**src/rtl/irq_combiner.sv**
```systemverilog
module irq_combiner #(
  parameter int NUM_GROUPS = 20,
  parameter int ADDR_W     = 8
) (
  input  logic                    clk,
  input  logic                    rst_n,
  input  logic [NUM_GROUPS*8-1:0] src_i,
  input  logic [ADDR_W-1:0]       addr,
  input  logic [31:0]             wdata,
  input  logic                    wr_en,
  input  logic                    rd_en,
  output logic [31:0]             rdata,
  output logic [NUM_GROUPS-1:0]   grp_irq,
  output logic [NUM_GROUPS*3-1:0] grp_idx,
  output logic [NUM_GROUPS-1:0]   grp_vld
);
  localparam int NSRC  = NUM_GROUPS * 8;
  localparam int NBANK = (NUM_GROUPS + 3) / 4;
  localparam int PW    = NBANK * 32;
  localparam logic [PW-1:0] VMASK = PW'({NSRC{1'b1}});

  logic [PW-1:0] en_q, en_d, stat;
  logic [ADDR_W-5:0] bank;
  logic [1:0] word;
  logic bank_ok;
  int bidx;

  assign stat    = PW'(src_i) & en_q;
  assign bank    = addr[ADDR_W-1:4];
  assign word    = addr[3:2];
  assign bank_ok = int'(bank) < NBANK;
  assign bidx    = bank_ok ? int'(bank) : 0;

  always_comb begin
    en_d = en_q;
    if (wr_en && bank_ok) begin
      if (word == 2'd0) en_d[bidx*32 +: 32] = en_q[bidx*32 +: 32] | wdata;
      else if (word == 2'd1) en_d[bidx*32 +: 32] = en_q[bidx*32 +: 32] & ~wdata;
    end
  end

  always_ff @(posedge clk) begin
    if (!rst_n) en_q <= '0;
    else        en_q <= en_d & VMASK;
  end

  always_ff @(posedge clk) begin
    if (!rst_n) rdata <= '0;
    else if (rd_en) begin
      if (!bank_ok)                      rdata <= '0;
      else if (word == 2'd0 || word == 2'd1) rdata <= en_q[bidx*32 +: 32];
      else if (word == 2'd3)             rdata <= stat[bidx*32 +: 32];
      else                               rdata <= '0;
    end
  end

  function automatic logic [2:0] lowest(input logic [7:0] v);
    logic [2:0] r;
    r = 3'd0;
    for (int i = 7; i >= 0; i--) if (v[i]) r = 3'(i);
    return r;
  endfunction

  for (genvar g = 0; g < NUM_GROUPS; g++) begin : g_grp
    always_ff @(posedge clk) begin
      if (!rst_n) begin
        grp_irq[g]       <= 1'b0;
        grp_vld[g]       <= 1'b0;
        grp_idx[3*g +: 3] <= 3'd0;
      end else begin
        grp_irq[g]       <= |stat[8*g +: 8];
        grp_vld[g]       <= |stat[8*g +: 8];
        grp_idx[3*g +: 3] <= lowest(stat[8*g +: 8]);
      end
    end
  end
endmodule

```
**config.mk**
```make
export PLATFORM = sky130hd
export DESIGN_NAME = irq_combiner
export DESIGN_NICKNAME = d
export VERILOG_FILES = /design/src/rtl/irq_combiner.sv
export SDC_FILE = /design/constraint.sdc
export NUM_CORES = 1
export LEC_CHECK = 0
export ABC_AREA = 1
export CORE_MARGIN = 2
export CORE_UTILIZATION = 60
export DETAILED_ROUTE_END_ITERATION = 10
export DONT_BUFFER_PORTS = 1
export GPL_TIMING_DRIVEN = 0
export HOLD_SLACK_MARGIN = 0.12
export MAX_ROUTING_LAYER = met4
export PLACE_DENSITY_LB_ADDON = 0.25
export SYNTH_ARGS = -nofsm -noshare
export SYNTH_HDL_FRONTEND = slang
export SYNTH_SLANG_ARGS = --single-unit
```
**constraint.sdc**
```tcl
create_clock -name clk -period 5.8 [get_ports clk]
set_input_delay 1.16 -clock clk [delete_from_list [all_inputs] [get_ports clk]]
set_output_delay 1.16 -clock clk [all_outputs]
set_load 0.01 [all_outputs]
```
# --- After elaboration in Yosys (flattened, before gate mapping) ---
# Cells that the tools add are included.
totals:
  inputBits: 204
  out_inout_bits: 132
  ff_bits: 272
  word_cells: 329
op_classes:
  reduce_logical: 85
  magnitude_cmp: 1
  shift: 5
  n_eq_ne: 2
  bitwise_logic: 5
  mux: 148
  add_sub_neg: 1
ops:
  columns: ["operator", "n"]
  rows:
  - ["$bwmux 160", 2]
  - ["$mux 160", 2]
  - ["$shiftx 160x10->32", 2]
  - ["$shiftx 32x33->160", 2]
  - ["$mux 3", 80]
  - ["$and 160x160->160", 1]
  - ["$reduce_or 8->1", 20]
  - ["$shift 32x33->160 const A", 1]
  - ["$reduce_or 5->1", 20]
  - ["$mux 32", 3]
  - ["$mux 2", 40]
  - ["$reduce_or 3->1", 20]
  - ["$reduce_or 2->1", 20]
  - ["$neg 9->33", 1]
  - ["$and 32x32->32", 1]
  - ["$not 32->32", 1]
  - ["$or 32x32->32", 1]
  - ["$mux 1", 20]
  - ["$lt 4x3->1 const B", 1]
  - ["$mux 4", 1]
  - ["$eq 2x1->1 const B", 1]
  - ["$eq 2x2->1 const B", 1]
  - ["$logic_not 2->1", 1]
  - ["$reduce_and 2->1", 1]
  - ["other kinds (4)", 4]

# --- Longest topological paths before layout ---
logic_depth:
  ltp_word: 8
  depth_mapped: 14
  ltp_nobuf: 13

# --- Worst setup path before layout ---
# Ideal clock, no wire load.
synth_timing:
  path_type: "in2reg"
  startpoint: "input port addr[4]"
  endpoint: "register en_q[34]"
  t_arrival_ns: 2.725
  stages: 13
  setup_time_ns: 0.113
  slack_ns: 2.962
  n_path_buf: 1
  required_ns: 5.687
  cell_sequence: "inv_2 > nand2_2 > inv_2 > nand3_2 > nand2_1 > inv_1 > ha_1 > nand2_2 > nor3_4 > inv_2 > clkbuf_1 > o21ai_1 > inv_1"
synth_via:
  elab_chain_len: 8
  word_cells_on_any_way: 15
  cone_classes: "1 x add/sub; 1 x order compare; 4 x shift; 5 x mux; 2 x bitwise; 2 x reduce/logical"
synth_rtl:
  columns: ["item", "line", "rtl"]
  rows:
  - ["start: declaration", "8", "input logic [ADDR_W-1:0] addr,"]
  - ["$lt 4x3->1", "31", "assign bank_ok = int'(bank) < NBANK;"]
  - ["$mux 4", "32", "assign bidx = bank_ok ? int'(bank) : 0;"]
  - ["$shiftx 160x10->32", "37, 38", null]
  - ["$and 32x32->32", "38", "else if (word == 2'd1) en_d[bidx*32 +: 32] = en_q[bidx*32 +: 32] & ~wdata;"]
  - ["$shiftx 32x33->160", "38", null]
  - ["$bwmux 160", "38", null]
  - ["$mux 160", "38", null]
  - ["$mux 160", "37", "if (word == 2'd0) en_d[bidx*32 +: 32] = en_q[bidx*32 +: 32] | wdata;"]
  - ["end signal: assignment", "44", "else en_q <= en_d & VMASK;"]
  - ["end: declaration", "22", "logic [PW-1:0] en_q, en_d, stat;"]
# Several ways; a longest one is shown, not always the timed one. The select of a mux whose other input is x is not followed.
# A chain may end at the register's enable or synchronous reset.

# --- Final worst setup path ---
layout_timing:
  startpoint: "input port rst_n"
  endpoint: "register grp_idx[49]"
layout_via:
  elab_chain_len: 2
layout_rtl:
  columns: ["item", "line", "rtl"]
  rows:
  - ["start: declaration", "6", "input logic rst_n,"]
  - ["$not 1->1 (no source line)", null, null]
  - ["$reduce_or 3->1 (no source line)", null, null]
  - ["end signal: indexed assignment", "73", "grp_idx[3*g +: 3] <= lowest(stat[8*g +: 8]);"]
  - ["end: declaration", "14", "output logic [NUM_GROUPS*3-1:0] grp_idx,"]
# No other way between the ends.

==> impl_metrics.json <==
{
  "status": "completed",
  "wire_per_inst_um": 22.76,
  "grt_pass1_wl_mm": 91.64,
  "first_global_vias": 15950,
  "yosysSeqAreaShare_pct": 36.70,
  "synthCells": 2391,
  "crit_slowest_cell": "clkbuf_1",
  "cap_violations": 0,
  "io_buffers": 0,
  "synthSimpleGateAreaFrac_pct": 31.17,
  "grt_start_max_net_pins": 15,
  "htree_levels": 1,
  "cts_tree": "built",
  "dp_hpwl_mm": 45.90,
  "drc": 0,
  "mostFrequentLayoutCell": "nand2_1",
  "synth_compound_area_share_pct": 19.97,
  "synthXorXnorAreaFrac_pct": 0,
  "leakage_uw": 0.008430,
  "synthToLayoutAreaGrowth_pct": 9.335,
  "crit_chain": "clkbuf_1, inv_2, clkbuf_1, clkbuf_1, nor3_1",
  "fillerInstances": 2274,
  "antenna_found_initial": 1,
  "ctsResizeCount": 0,
  "cts_setup_buffers": 0,
  "synth_top_family_by_area": "simple AND/OR/NAND/NOR gates",
  "crit_required_ps": 6160,
  "fin_skew_ps": 16.10,
  "crit_arrival_ps": 3860,
  "drive_gt1_share_pct": 6.830,
  "synth_warnings": 0,
  "max_slew_margin_pct": 16.47,
  "drt_pre_antenna_iters": 7,
  "fin_ws_ps": 2305,
  "place_congestion": 1.013,
  "synthAdderAreaFrac_pct": 0.08432,
  "core_area_mm2": 0.02432,
  "grt-ovfl-total": 0,
  "crit_top_cell": "clkbuf_1",
  "io_pins": 336,
  "setup_viol": 0,
  "grt.total_usage_pct": 48.22,
  "rsz0062_at_grt": "no",
  "period_needed_ps": 3495,
  "finalCritPeriodShare_pct": 60.25,
  "hold_buffers": 0,
  "final_antenna_net_count": 0,
  "root_buffer": "clkbuf_16",
  "cts_buffer_depth": 3,
  "dp_slack_ps": 2031,
  "mostFrequentLayoutCells": "nand2_1 (750), nor2_1 (344), inv_1 (290)",
  "drtIter0Drc": 2822,
  "rows": 57,
  "holdCritPathClass": "reg -> reg",
  "die_height_um": 161.3,
  "ys_types": 32,
  "drt-total-wl_mm": 63.03,
  "cts_sinks": 272,
  "final_net_count": 2627,
  "synth_nets": 2596,
  "synthesis.area_mm2": 0.01484,
  "synth.area.mux_share_pct": 0,
  "ys.flop_type": "dfxtp_1",
  "endpoint_kind": "register",
  "critPathLaunchType": "primary input",
  "fmax_ghz": 0.2862,
  "dieArea_mm2": 0.02600,
  "setup_tns_ps": 0,
  "cts_buffers": 29,
  "initial_core_util_pct": 61.01,
  "cp_top_family": "buffers and inverters",
  "synth_edf_count": 0,
  "cp_slowest_stage_delay_ps": 940,
  "vias_per_cell": 6.073,
  "crit_type": "in -> reg",
  "drv_slew": 0,
  "cp_max_fo": 10,
  "place_inst": 2715,
  "power.density_mw_per_mm2": 259.6,
  "ir_drop_uv": 273.3,
  "instances_no_fill": 2770,
  "ys_seq_elements": 272,
  "synthArstFlopShare_pct": 0,
  "vias": 16820,
  "die_w_um": 161.3,
  "clk_pin_slew_ps": 60,
  "final-hold-violation-count": 0,
  "clock_latency_ps": 570,
  "tightest_slew_ps": 1253,
  "crit_buf_inv": 4,
  "synth.avg_cell_area_um2": 6.206
}
[cells in the mapped netlist, types with 3 or more instances]
library cell,n,area (µm²)
nor3_1,29,145.1
dfxtp_1,272,5445
a31oi_1,20,125.1
o21a_1,105,788.3
a21oi_1,214,1071
nand3_2,4,40.04
clkbuf_1,59,221.5
nor2_1,344,1291
o21ai_2,33,289.0
nand2_2,3,18.77
o21ai_0,67,335.3
a32oi_1,11,96.34
nand3_1,23,115.1
buf_1,12,45.04
inv_2,11,41.29
nor4_1,16,100.1
nand2_1,750,2815
buf_4,24,180.2
o21ai_1,47,235.2
nor3b_1,4,30.03
buf_2,40,200.2
inv_1,290,1089
[area by class of cell]
| cell class | count | area, µm² | share of cell area (%) |
|---|---|---|---|
| clock inverter | 8 | 97.59 | 0.6016 |
| antenna | 1 | 2.502 | 0.01542 |
| buffer | 136 | 658.1 | 4.057 |
| tap | 324 | 405.4 | 2.499 |
| multi-input combinational | 1682 | 7605 | 46.88 |
| clock buffer | 46 | 879.6 | 5.422 |
| inverter | 301 | 1130 | 6.964 |
| sequential | 272 | 5445 | 33.56 |
[path summary, 6_finish.rpt]
kind	endpoint	from	slack (ps)	cells past startpoint
setup / recovery	grp_idx[49]	rst_n	2310	5
hold / removal	rdata[15]	rdata[15]	510	2
setup reg to reg	rdata[1]	en_q[33]	4270	10
hold reg to reg	rdata[15]	rdata[15]	510	2
[power breakdown]
part / internal [µW] / switching (µW) / leakage (µW)
sequential: 1880 / 14.7 / 0.00219
clock: 1120 / 803 / 0.000484
combinational: 90.6 / 295 / 0.00575
[worst reg2reg max path, delay by kind of cell, from the launching register on]
kind / cells / cell delay, ps
compound gates: 1 / 130
buf+inv: 1 / 130
flops: 1 / 420
simple gates: 8 / 760
[layer usage]
metal  up-vias  share of wire [%]  GRT usage [%]
li1       7548                  -              -
met4         0                7.7          30.32
met3       340                 15          11.50
met2      1437                 42          72.06
met5         -                  0              -
met1      7498                 36          58.72
[flip-flops by register name, summed over array words and instances (netlist names)]
name	flops
grp_idx	60
rdata	32
en_q	160
grp_vld	20
[cell families (layout without fill, tap and decap cells)]
logic type | Yosys count | count (layout)
buf+inv | 437 | 491
compound gates | 500 | 500
other cells | 1 | 2
fa+ha+maj | 1 | 1
flops | 272 | 272
simple gates | 1180 | 1180
[through the flow]
stage	power (µW)	util, %	hold slack (ps)	instance area [µm²]
final	4211	66.71	513.7	16220
after global routing	4286	66.71	537.8	16220
after global placement	2298	62.68	494.8	15240
after floorplan	2172	-	465.1	14840
after CTS	4173	66.70	509.5	16220
after detailed placement	2303	62.68	496.2	15240
Note: power is estimated with default switching activity, not from simulation.
